===== src/rtl/fpu_err_irq_pkg.sv =====
package fpu_err_irq_pkg;
  typedef enum logic [1:0] {
    SZ_BYTE  = 2'b00,
    SZ_WORD  = 2'b01,
    SZ_DWORD = 2'b10
  } io_size_e;

  typedef enum logic {
    ST_WATCH  = 1'b0,
    ST_IGNORE = 1'b1
  } err_state_e;
endpackage


===== src/rtl/fpu_err_ack_decode.sv =====
module fpu_err_ack_decode #(
  parameter int ADDR_W    = 16,
  parameter int PORT_BASE = 'hF0,
  parameter int NUM_PORTS = 2
) (
  input  logic              wr_valid,
  input  logic [ADDR_W-1:0] wr_addr,
  input  logic [1:0]        wr_size,
  output logic              ack_hit
);
  import fpu_err_irq_pkg::*;

  logic [NUM_PORTS-1:0] port_match;

  for (genvar g = 0; g < NUM_PORTS; g++) begin : g_port
    localparam logic [ADDR_W-1:0] PortAddr = ADDR_W'(PORT_BASE + g);
    assign port_match[g] = (wr_addr == PortAddr);
  end

  assign ack_hit = wr_valid && (wr_size == SZ_BYTE) && (|port_match);
endmodule


===== src/rtl/fpu_err_state.sv =====
module fpu_err_state (
  input  logic clk,
  input  logic rst_n,
  input  logic num_err_mode,
  input  logic err_summary,
  input  logic ack_hit,
  output logic irq_q,
  output logic ignore_q
);
  import fpu_err_irq_pkg::*;

  err_state_e state_q, state_d;
  logic       irq_d;

  always_comb begin
    state_d = state_q;
    if (!err_summary)
      state_d = ST_WATCH;
    else if (ack_hit)
      state_d = ST_IGNORE;
    irq_d = !num_err_mode && err_summary && (state_d == ST_WATCH);
  end

  always_ff @(posedge clk) begin
    if (!rst_n) begin
      state_q <= ST_WATCH;
      irq_q   <= 1'b0;
    end else begin
      state_q <= state_d;
      irq_q   <= irq_d;
    end
  end

  assign ignore_q = (state_q == ST_IGNORE);
endmodule


===== src/rtl/fpu_err_irq.sv =====
module fpu_err_irq #(
  parameter int ADDR_W    = 16,
  parameter int PORT_BASE = 'hF0,
  parameter int NUM_PORTS = 2
) (
  input  logic              clk,
  input  logic              rst_n,
  input  logic              num_err_mode,
  input  logic              err_summary,
  input  logic              io_wr_valid,
  input  logic [ADDR_W-1:0] io_wr_addr,
  input  logic [1:0]        io_wr_size,
  output logic              irq_o,
  output logic              ignore_o
);
  logic ack_hit;

  fpu_err_ack_decode #(
    .ADDR_W   (ADDR_W),
    .PORT_BASE(PORT_BASE),
    .NUM_PORTS(NUM_PORTS)
  ) u_decode (
    .wr_valid(io_wr_valid),
    .wr_addr (io_wr_addr),
    .wr_size (io_wr_size),
    .ack_hit (ack_hit)
  );

  fpu_err_state u_state (
    .clk         (clk),
    .rst_n       (rst_n),
    .num_err_mode(num_err_mode),
    .err_summary (err_summary),
    .ack_hit     (ack_hit),
    .irq_q       (irq_o),
    .ignore_q    (ignore_o)
  );
endmodule


===== config.mk =====
export PLATFORM = sky130hd
export DESIGN_NAME = fpu_err_irq
export DESIGN_NICKNAME = d
export VERILOG_FILES = /design/src/rtl/fpu_err_irq_pkg.sv /design/src/rtl/fpu_err_ack_decode.sv /design/src/rtl/fpu_err_state.sv /design/src/rtl/fpu_err_irq.sv
export SDC_FILE = /design/constraint.sdc
export NUM_CORES = 1
export LEC_CHECK = 0
export BUFFER_PORTS_ARGS = -buffer_cell sky130_fd_sc_hd__buf_4
export CORE_AREA = 3 3 40 42
export DETAILED_ROUTE_END_ITERATION = 8
export DIE_AREA = 0 0 43 45
export PLACE_DENSITY_LB_ADDON = 0.2
export SKIP_CTS_REPAIR_TIMING = 1
export SYNTH_ARGS = -nofsm -noshare
export SYNTH_HDL_FRONTEND = slang
export SYNTH_SLANG_ARGS = --single-unit

===== constraint.sdc =====
create_clock -name clk -period 0.96 [get_ports clk]
set_input_delay 0.096 -clock clk [delete_from_list [all_inputs] [get_ports clk]]
set_output_delay 0.096 -clock clk [all_outputs]
set_load 0.005 [all_outputs]

==> impl_metrics.py, run 1 <==
metrics = {
    "run_status": {
        "status": "finished clean",
    },
    "critical_path": {
        "cp_data_required_time_ps": 1070,
        "setup.worst_path.end_class": "flop",
        "crit_type": "in -> reg",
        "r2r_slack_ps": 300,
        "rr_startpoint": "u_state.ignore_q",
        "slowest_delay_ps": 270,
        "startpoint_type": "input pin",
        "crit_path_top_delay_cell": "o2111a_1",
        "r2r_end": "u_state.irq_q",
        "path_cells": "buf_4 > nor4_2 > nand4b_1 > o2111a_1",
        "crit_fanout": 2,
        "rr_worst_depth": 2,
        "cp.arrival_ps": 920,
    },
    "cells_and_area": {
        "antenna_cells": 0,
        "multi_input_area_um2": 98.84,
        "fillerInstances": 145,
        "drive_gt1_frac": 0.7692,
        "seqCellArea_um2": 40.04,
        "fin_cells": 54,
        "nets": 64,
        "area_growth_pct": 154.1,
    },
    "timing": {
        "rsz0062_at_grt": "false",
        "hold_ws_ps": 124.4,
        "period_needed_ps": 806.5,
        "finClkSkew_ps": 0.4171,
        "period_share": 0.8401,
        "final_hold_viol_count": 0,
        "max_slew_margin": 0.8033,
        "fmax_ghz": 1.240,
        "setup_ws_ps": 153.5,
        "setup_violations": 0,
        "drv_slew": 0,
        "tightest_slew_ps": 294.2,
        "setup_tns_ps": 0,
    },
    "hold_path": {
        "holdPathStages": 3,
        "hold_start": "err_summary",
        "min_path_type": "in -> reg",
        "hold_end": "u_state.ignore_q",
    },
    "logic_synthesis": {
        "yosysUniqueCellTypes": 11,
        "synth_simple_gate_area_frac": 0.5946,
        "synth_xor_area_frac": 0,
        "ys_ff_latch": 2,
        "async_flop_share": 0,
        "syn_nets": 36,
        "synth_fa_ha_area_frac": 0,
        "synth-compound-area-share": 0.1171,
        "synth_top_family_by_area": "simple AND/OR/NAND/NOR gates",
        "yosysSeqAreaShare": 0.2883,
        "ys_top_cells_by_count": "2 x dfxtp_1, 2 x nor4b_2",
        "netlist_instances": 13,
        "avgSynthCellArea_um2": 10.68,
        "yosysWarningCount": 0,
        "synth_flop_cell": "dfxtp_1",
        "ys_top_cells_by_area": "dfxtp_1 29%, nor4b_2 22%, and4bb_2 9.0%",
        "yosys-mux-area-fraction": 0,
        "synth-edff-count": 0,
        "yosys.area.top_type": "dfxtp_1",
        "synth_top_area_share": 0.2883,
        "syn_area_um2": 138.9,
    },
    "global_routing": {
        "track_usage": 0.06395,
        "grt-ovfl-total": 0,
        "grt_pass1_vias": 207,
        "grt_max_degree": 4,
        "grt_pass1_wl_um": 834,
        "antenna_found_initial": 0,
    },
    "route": {
        "drc": 0,
        "avgRoutedWirePerCell_um": 11.19,
        "drtIter0Drc": 0,
        "dr.pass1.iters": 1,
        "vias": 210,
        "antenna_left": 0,
        "wirelength_um": 604,
        "vias_per_cell": 3.889,
    },
    "clocking": {
        "clock-root-buffer": "clkbuf_4",
        "clock_latency_ps": 220,
        "clk_pin_slew_ps": 30,
        "cts_sinks": 2,
        "cts_tree": "yes",
        "cts_max_path_buffers": 2,
        "cts_max_level": 1,
        "cts_made_buffers": 3,
    },
    "place": {
        "pre_cts_ws_ps": -98.27,
        "io_buffers": 23,
        "place.detailed.hpwl_um": 519,
        "gp_congestion": 0.6819,
        "place_inst": 51,
    },
    "die": {
        "core_area_um2": 1285,
        "dieWidth_um": 43,
        "start_util": 0.1081,
        "row_count": 13,
        "io_pins": 25,
        "design.die.area_um2": 1935,
        "die_h_um": 45,
    },
    "power": {
        "leakagePower_nw": 0.1583,
        "cellPowerDensity_nw_per_um2": 1005,
        "peakVddDrop_uv": 325.6,
        "p_total_uw": 354.6,
    },
    "run": {
        "cap_violations": 0,
    },
}
worst max-delay path, delay by kind of cell:
kind / cells / cell delay [ps]
buf+inv: 1 / 110
simple gates: 2 / 440
compound gates: 1 / 270
through the flow:
stage,util,area [µm²]
floorplan,-,138.9
global placement,0.2571,330.3
detailed placement,0.2571,330.3
CTS,0.2746,352.8
global route,0.2746,352.8
finish,0.2746,352.8
layer usage:
| metal | vias to the layer above | part of all wire | track usage |
|---|---|---|---|
| li1 | 108 | - | - |
| met1 | 89 | 0.32 | 0.05502 |
| met2 | 13 | 0.51 | 0.09581 |
| met3 | 0 | 0.17 | 0.03984 |
| met4 | 0 | 0 | 0.07229 |
| met5 | - | 0 | 0 |
how the worst max path moves through the flow:
stage,startpoint,slack [ps],depth (start not counted),end
2_1_floorplan,io_wr_addr[10],140,3,u_state.irq_q
3_3_place_gp,io_wr_addr[10],-70,4,u_state.irq_q
3_5_place_dp,io_wr_addr[10],-100,4,u_state.irq_q
4_1_cts,io_wr_addr[10],140,4,u_state.irq_q
5_1_grt,io_wr_addr[10],70,4,u_state.irq_q
6_report,io_wr_addr[10],150,4,u_state.irq_q
flip-flops by register name, indices dropped and copies added, names as in the netlist:
register          flops
u_state.ignore_q      1
u_state.irq_q         1
report_power, final:
part	internal [mW]	total [mW]	switching, mW
logic	0.0637	0.0833	0.0195
registers	0.0855	0.0859	0.000386
clock network	0.138	0.185	0.0476
layout make-up:
cell class,count,share of cell area
Clock buffer,3,0.06383
Multi-Input combinational cell,11,0.2801
Sequential cell,2,0.1135
Tap cell,15,0.05319
Timing Repair Buffer,23,0.4894
cell usage in the layout, fill, tap and decap left out:
| cell | instances |
|---|---|
| nand4b_1 | 1 |
| dfxtp_1 | 2 |
| o21ai_0 | 1 |
| clkbuf_4 | 3 |
| nand2_1 | 1 |
| buf_4 | 23 |
| and4bb_2 | 1 |
| o2111a_1 | 1 |
| nor4b_2 | 2 |
| nand4_1 | 1 |
| nor4_2 | 1 |
| nor2_1 | 1 |
| nand3_1 | 1 |
cells by family (layout without fill, tap and decap cells):
logic type / count (synthesis) / after routing
AOI/OAI and AO/OA: 2 / 2
buffers and inverters: 0 / 26
DFF: 2 / 2
and+or+nand+nor: 9 / 9
(Power assumes the default switching activity.)
==> inputs of run 2 (changes only) <==
==> constraint.sdc (replaced) <==
create_clock -name clk -period 0.82 [get_ports clk]
set_input_delay 0.082 -clock clk [delete_from_list [all_inputs] [get_ports clk]]
set_output_delay 0.082 -clock clk [all_outputs]
set_load 0.005 [all_outputs]
==> run 2 against run 1 <==
  * Hold slack worse by 4.9 ps
  * Sequential power up 18%
  * Sequential share of layout area unchanged
  * Flip-flop and latch count unchanged
  * Cell count unchanged
  * Non-clock buffer count unchanged
  * Clock power up 15%
  * Clock skew about the same
  * Total power up 16%
  * Die area unchanged
  * Setup slack worse by 100 ps
  * Register-to-register slack worse by 130 ps
==> impl_metrics.py, run 2 (same netlist as run 1, synthesis figures left out) <==
metrics = {
    "critical_path": {
        "critPathTopFamily": "flip-flops",
        "critPathBufInv": 1,
        "crit_path_top_delay_cell": "dfxtp_1",
        "crit_fanout": 3,
        "setup.worst_path.end_class": "output port",
        "crit_type": "reg -> out",
        "rr_worst_depth": 2,
        "cp_data_required_time_ps": 740,
        "path_cells": "buf_4",
        "startpoint_type": "flop",
        "cp.depth": 1,
        "slowest_delay_ps": 340,
        "cp.arrival_ps": 690,
    },
    "clocking": {
        "cts_max_level": 1,
        "clock-root-buffer": "clkbuf_4",
        "cts_max_path_buffers": 2,
        "cts_made_buffers": 3,
        "cts_tree": "yes",
        "clk_pin_slew_ps": 30,
        "clock_latency_ps": 220,
        "cts_sinks": 2,
    },
    "cells_and_area": {
        "drive_gt1_frac": 0.7692,
        "final_cell_mix": "23 x buf_4, 3 x clkbuf_4, 2 x nor4b_2, 2 x dfxtp_1",
        "multi_input_area_um2": 98.84,
        "final_area_um2": 352.8,
        "seqCellArea_um2": 40.04,
        "fillerInstances": 146,
        "antenna_cells": 0,
        "area_growth_pct": 154.1,
        "final_common_cell": "buf_4",
        "nets": 64,
    },
    "timing": {
        "fmax_ghz": 1.303,
        "max_slew_margin": 0.8319,
        "period_share": 0.9357,
        "final_hold_viol_count": 0,
        "finClkSkew_ps": 0.4553,
        "setup_violations": 0,
        "tightest_slew_ps": 251.6,
        "period_needed_ps": 767.2,
        "drv_slew": 0,
        "rsz0062_at_grt": "false",
    },
    "die": {
        "core_area_um2": 1285,
        "io_pins": 25,
        "die_h_um": 45,
        "start_util": 0.1081,
        "row_count": 13,
        "design.die.area_um2": 1935,
        "dieWidth_um": 43,
    },
    "power": {
        "peakVddDrop_uv": 519.2,
        "p_total_uw": 411.6,
        "cellPowerDensity_nw_per_um2": 1167,
        "leakagePower_nw": 0.1583,
    },
    "global_routing": {
        "grt_pass1_wl_um": 903,
        "track_usage": 0.06561,
        "grt-ovfl-total": 0,
        "antenna_found_initial": 0,
        "grt_max_degree": 4,
        "grt_pass1_vias": 251,
    },
    "place": {
        "placed_area_um2": 330.3,
        "io_buffers": 23,
        "gp_congestion": 0.7190,
        "place.detailed.hpwl_um": 516.2,
    },
    "run_status": {
        "status": "finished clean",
    },
    "route": {
        "dr.pass1.iters": 3,
        "drtIter0Drc": 1,
        "avgRoutedWirePerCell_um": 10.93,
        "vias_per_cell": 3.852,
        "antenna_left": 0,
        "wirelength_um": 590,
        "vias": 208,
        "drc": 0,
    },
    "hold_path": {
        "holdPathStages": 3,
        "min_path_type": "in -> reg",
    },
    "run": {
        "cap_violations": 0,
    },
}
[run 2: cell counts in the layout (fill, tap and decap cells not counted)]
Identical to the previous run, type by type.
[run 2: worst paths after layout]
kind	slack [ps]	endpoint	start
max	50	ignore_o	u_state.ignore_q
min	120	u_state.ignore_q	err_summary
max reg2reg	170	u_state.irq_q	u_state.ignore_q
min reg2reg	500	u_state.ignore_q	u_state.ignore_q
[run 2: cell type report]
class / instances / area share
Timing Repair Buffer: 23 / 0.4894
Multi-Input combinational cell: 11 / 0.2801
Sequential cell: 2 / 0.1135
Clock buffer: 3 / 0.06383
Tap cell: 15 / 0.05319
[run 2: layer usage]
metal,part of all wire,wire [µm],GRT usage,vias up
met1,0.34,199,0.05024,87
li1,-,-,-,108
met4,0,0,0.01807,0
met2,0.53,310,0.1198,13
met3,0.14,81,0.05976,0
met5,0,0,0,-
[run 2: power by group]
group / leakage (nW) / switching (mW) / internal [mW] / total [mW]
logic: 0.128 / 0.0234 / 0.0747 / 0.0981
clock network: 0.0138 / 0.0518 / 0.161 / 0.213
registers: 0.0163 / 0.000500 / 0.100 / 0.101
total: 0.158 / 0.0758 / 0.336 / 0.412
[run 2: through the flow]
step	std cells	utilization	setup TNS [ps]	hold slack (ps)	setup slack, ps
6_report	54	0.2746	0	119.5	52.77
5_1_grt	54	0.2746	0	143.8	7.469
4_1_cts	54	0.2746	0	117.3	32.38
3_5_place_dp	51	0.2571	-202.9	350.8	-153.2
3_3_place_gp	51	0.2571	-218.5	356.5	-139.8
2_1_floorplan	13	-	0	220.7	16.51
==> inputs of run 3 (changes only) <==
--- a/config.mk
+++ b/config.mk
@@ -5,11 +5,11 @@
 export SDC_FILE = /design/constraint.sdc
 export NUM_CORES = 1
 export LEC_CHECK = 0
-export BUFFER_PORTS_ARGS = -buffer_cell sky130_fd_sc_hd__buf_4
+export BUFFER_PORTS_ARGS = -buffer_cell sky130_fd_sc_hd__buf_2
 export CORE_AREA = 3 3 40 42
 export DETAILED_ROUTE_END_ITERATION = 8
 export DIE_AREA = 0 0 43 45
-export PLACE_DENSITY_LB_ADDON = 0.2
+export PLACE_DENSITY = 0.38
 export SKIP_CTS_REPAIR_TIMING = 1
 export SYNTH_ARGS = -nofsm -noshare
 export SYNTH_HDL_FRONTEND = slang
==> run 3 against run 2 <==
  * Critical path depth rose by 3
  * Via count up 2.9%
  * First-iteration DRC count is the same
  * Critical path type is now in -> reg
  * Highest routed layer unchanged
==> impl_metrics.py, run 3 (same netlist as run 1, synthesis figures left out) <==
metrics = {
    "timing": {
        "setup_violations": 0,
        "period_needed_ps": 750.9,
        "period_share": 0.9157,
        "max_slew_margin": 0.8368,
        "fmax_ghz": 1.332,
        "tightest_slew_ps": 244.2,
        "final_hold_viol_count": 0,
        "finClkSkew_ps": 1.843,
        "rsz0062_at_grt": "false",
        "setup_ws_ps": 69.15,
        "drv_slew": 0,
    },
    "run_status": {
        "status": "finished clean",
    },
    "route": {
        "dr.pass1.iters": 4,
        "antenna_left": 0,
        "wirelength_um": 508,
        "vias_per_cell": 3.963,
        "avgRoutedWirePerCell_um": 9.407,
        "drc": 0,
        "vias": 214,
        "drtIter0Drc": 1,
    },
    "place": {
        "pre_cts_ws_ps": -180.7,
        "io_buffers": 23,
        "placed_area_um2": 272.8,
        "gp_congestion": 0.6782,
        "place_inst": 51,
    },
    "critical_path": {
        "setup.worst_path.end_class": "flop",
        "critPathTopFamily": "simple AND/OR/NAND/NOR gates",
        "crit_path_top_delay_cell": "o2111a_1",
        "slowest_delay_ps": 270,
        "cp.arrival_ps": 860,
        "rr_startpoint": "u_state.ignore_q",
        "crit_fanout": 2,
        "cp_data_required_time_ps": 930,
        "critPathBufInv": 1,
        "startpoint_type": "input pin",
        "path_cells": "buf_2 > nor4_2 > nand4b_1 > o2111a_1",
        "cp-startpoint": "io_wr_addr[10]",
        "crit_type": "in -> reg",
    },
    "power": {
        "cellPowerDensity_nw_per_um2": 1314,
        "peakVddDrop_uv": 314.1,
        "leakagePower_nw": 0.1406,
    },
    "clocking": {
        "cts_made_buffers": 3,
        "clk_pin_slew_ps": 30,
        "cts_tree": "yes",
        "cts_max_level": 1,
        "cts_max_path_buffers": 2,
        "cts_sinks": 2,
        "clock_latency_ps": 220,
        "clock-root-buffer": "clkbuf_4",
    },
    "cells_and_area": {
        "area_growth_pct": 113.5,
        "drive_gt1_frac": 0.7949,
        "utilization": 0.2308,
        "final_cell_mix": "23 x buf_2, 3 x clkbuf_4, 2 x nor4b_2",
        "final_common_cell": "buf_2",
        "final_area_um2": 296.5,
        "seqCellArea_um2": 41.29,
        "fillerInstances": 143,
        "multi_input_area_um2": 98.84,
        "nets": 64,
        "fin_cells": 54,
        "antenna_cells": 0,
    },
    "die": {
        "io_pins": 25,
        "design.die.area_um2": 1935,
        "core_area_um2": 1285,
        "dieWidth_um": 43,
        "row_count": 13,
        "start_util": 0.1081,
        "die_h_um": 45,
    },
    "hold_path": {
        "min_path_type": "in -> reg",
        "hold_start": "err_summary",
    },
    "global_routing": {
        "grt_pass1_wl_um": 848,
        "grt_pass1_vias": 215,
        "grt_max_degree": 4,
        "antenna_found_initial": 0,
        "track_usage": 0.06567,
        "grt-ovfl-total": 0,
    },
    "run": {
        "cap_violations": 0,
    },
}
[run 3: cell types whose count changed in the layout (fill, tap and decap cells not counted)]
cell,change
buf_4,-23
dfxtp_1,-1
buf_2,+23
dfxtp_2,+1
[run 3: metal layers]
layer / GRT usage / vias up / share of wire
met4: 0.03614 / 0 / 0
met5: 0 / - / 0
met3: 0.06773 / 0 / 0.23
met2: 0.06886 / 24 / 0.34
met1: 0.07914 / 82 / 0.42
li1: - / 108 / -
[run 3: layout make-up]
cell class / instances / area share
clock buffer: 3 / 0.07595
tap: 15 / 0.06329
timing repair buffer: 23 / 0.3882
multi-input combinational: 11 / 0.3333
sequential: 2 / 0.1392
[run 3: worst register-to-register path, stage by stage (launching register included)]
cell	delay, ps
dfxtp_2	320
nor2_1	90
o2111a_1	190
[run 3: power breakdown]
| part | leakage [nW] | switching [mW] | internal [mW] |
|---|---|---|---|
| combinational | 0.110 | 0.0233 | 0.0461 |
| clock | 0.0138 | 0.0581 | 0.162 |
| sequential | 0.0168 | 0.000295 | 0.100 |
[run 3: through the flow]
stage	setup TNS, ps	total power, mW	hold slack, ps
after floorplan	0	0.1148	220.7
after global placement	-235.4	0.1718	360.4
after detailed placement	-233.5	0.1716	356.0
after CTS	0	0.4009	120.9
after global routing	0	0.4335	129.2
final	0	0.3895	121.4
[run 3: worst paths after layout]
check | endpoint | slack (ps) | cells after the start
min | u_state.ignore_q | 120 | 3
max reg2reg | u_state.irq_q | 170 | 2
max | u_state.irq_q | 70 | 4
min reg2reg | u_state.ignore_q | 480 | 2
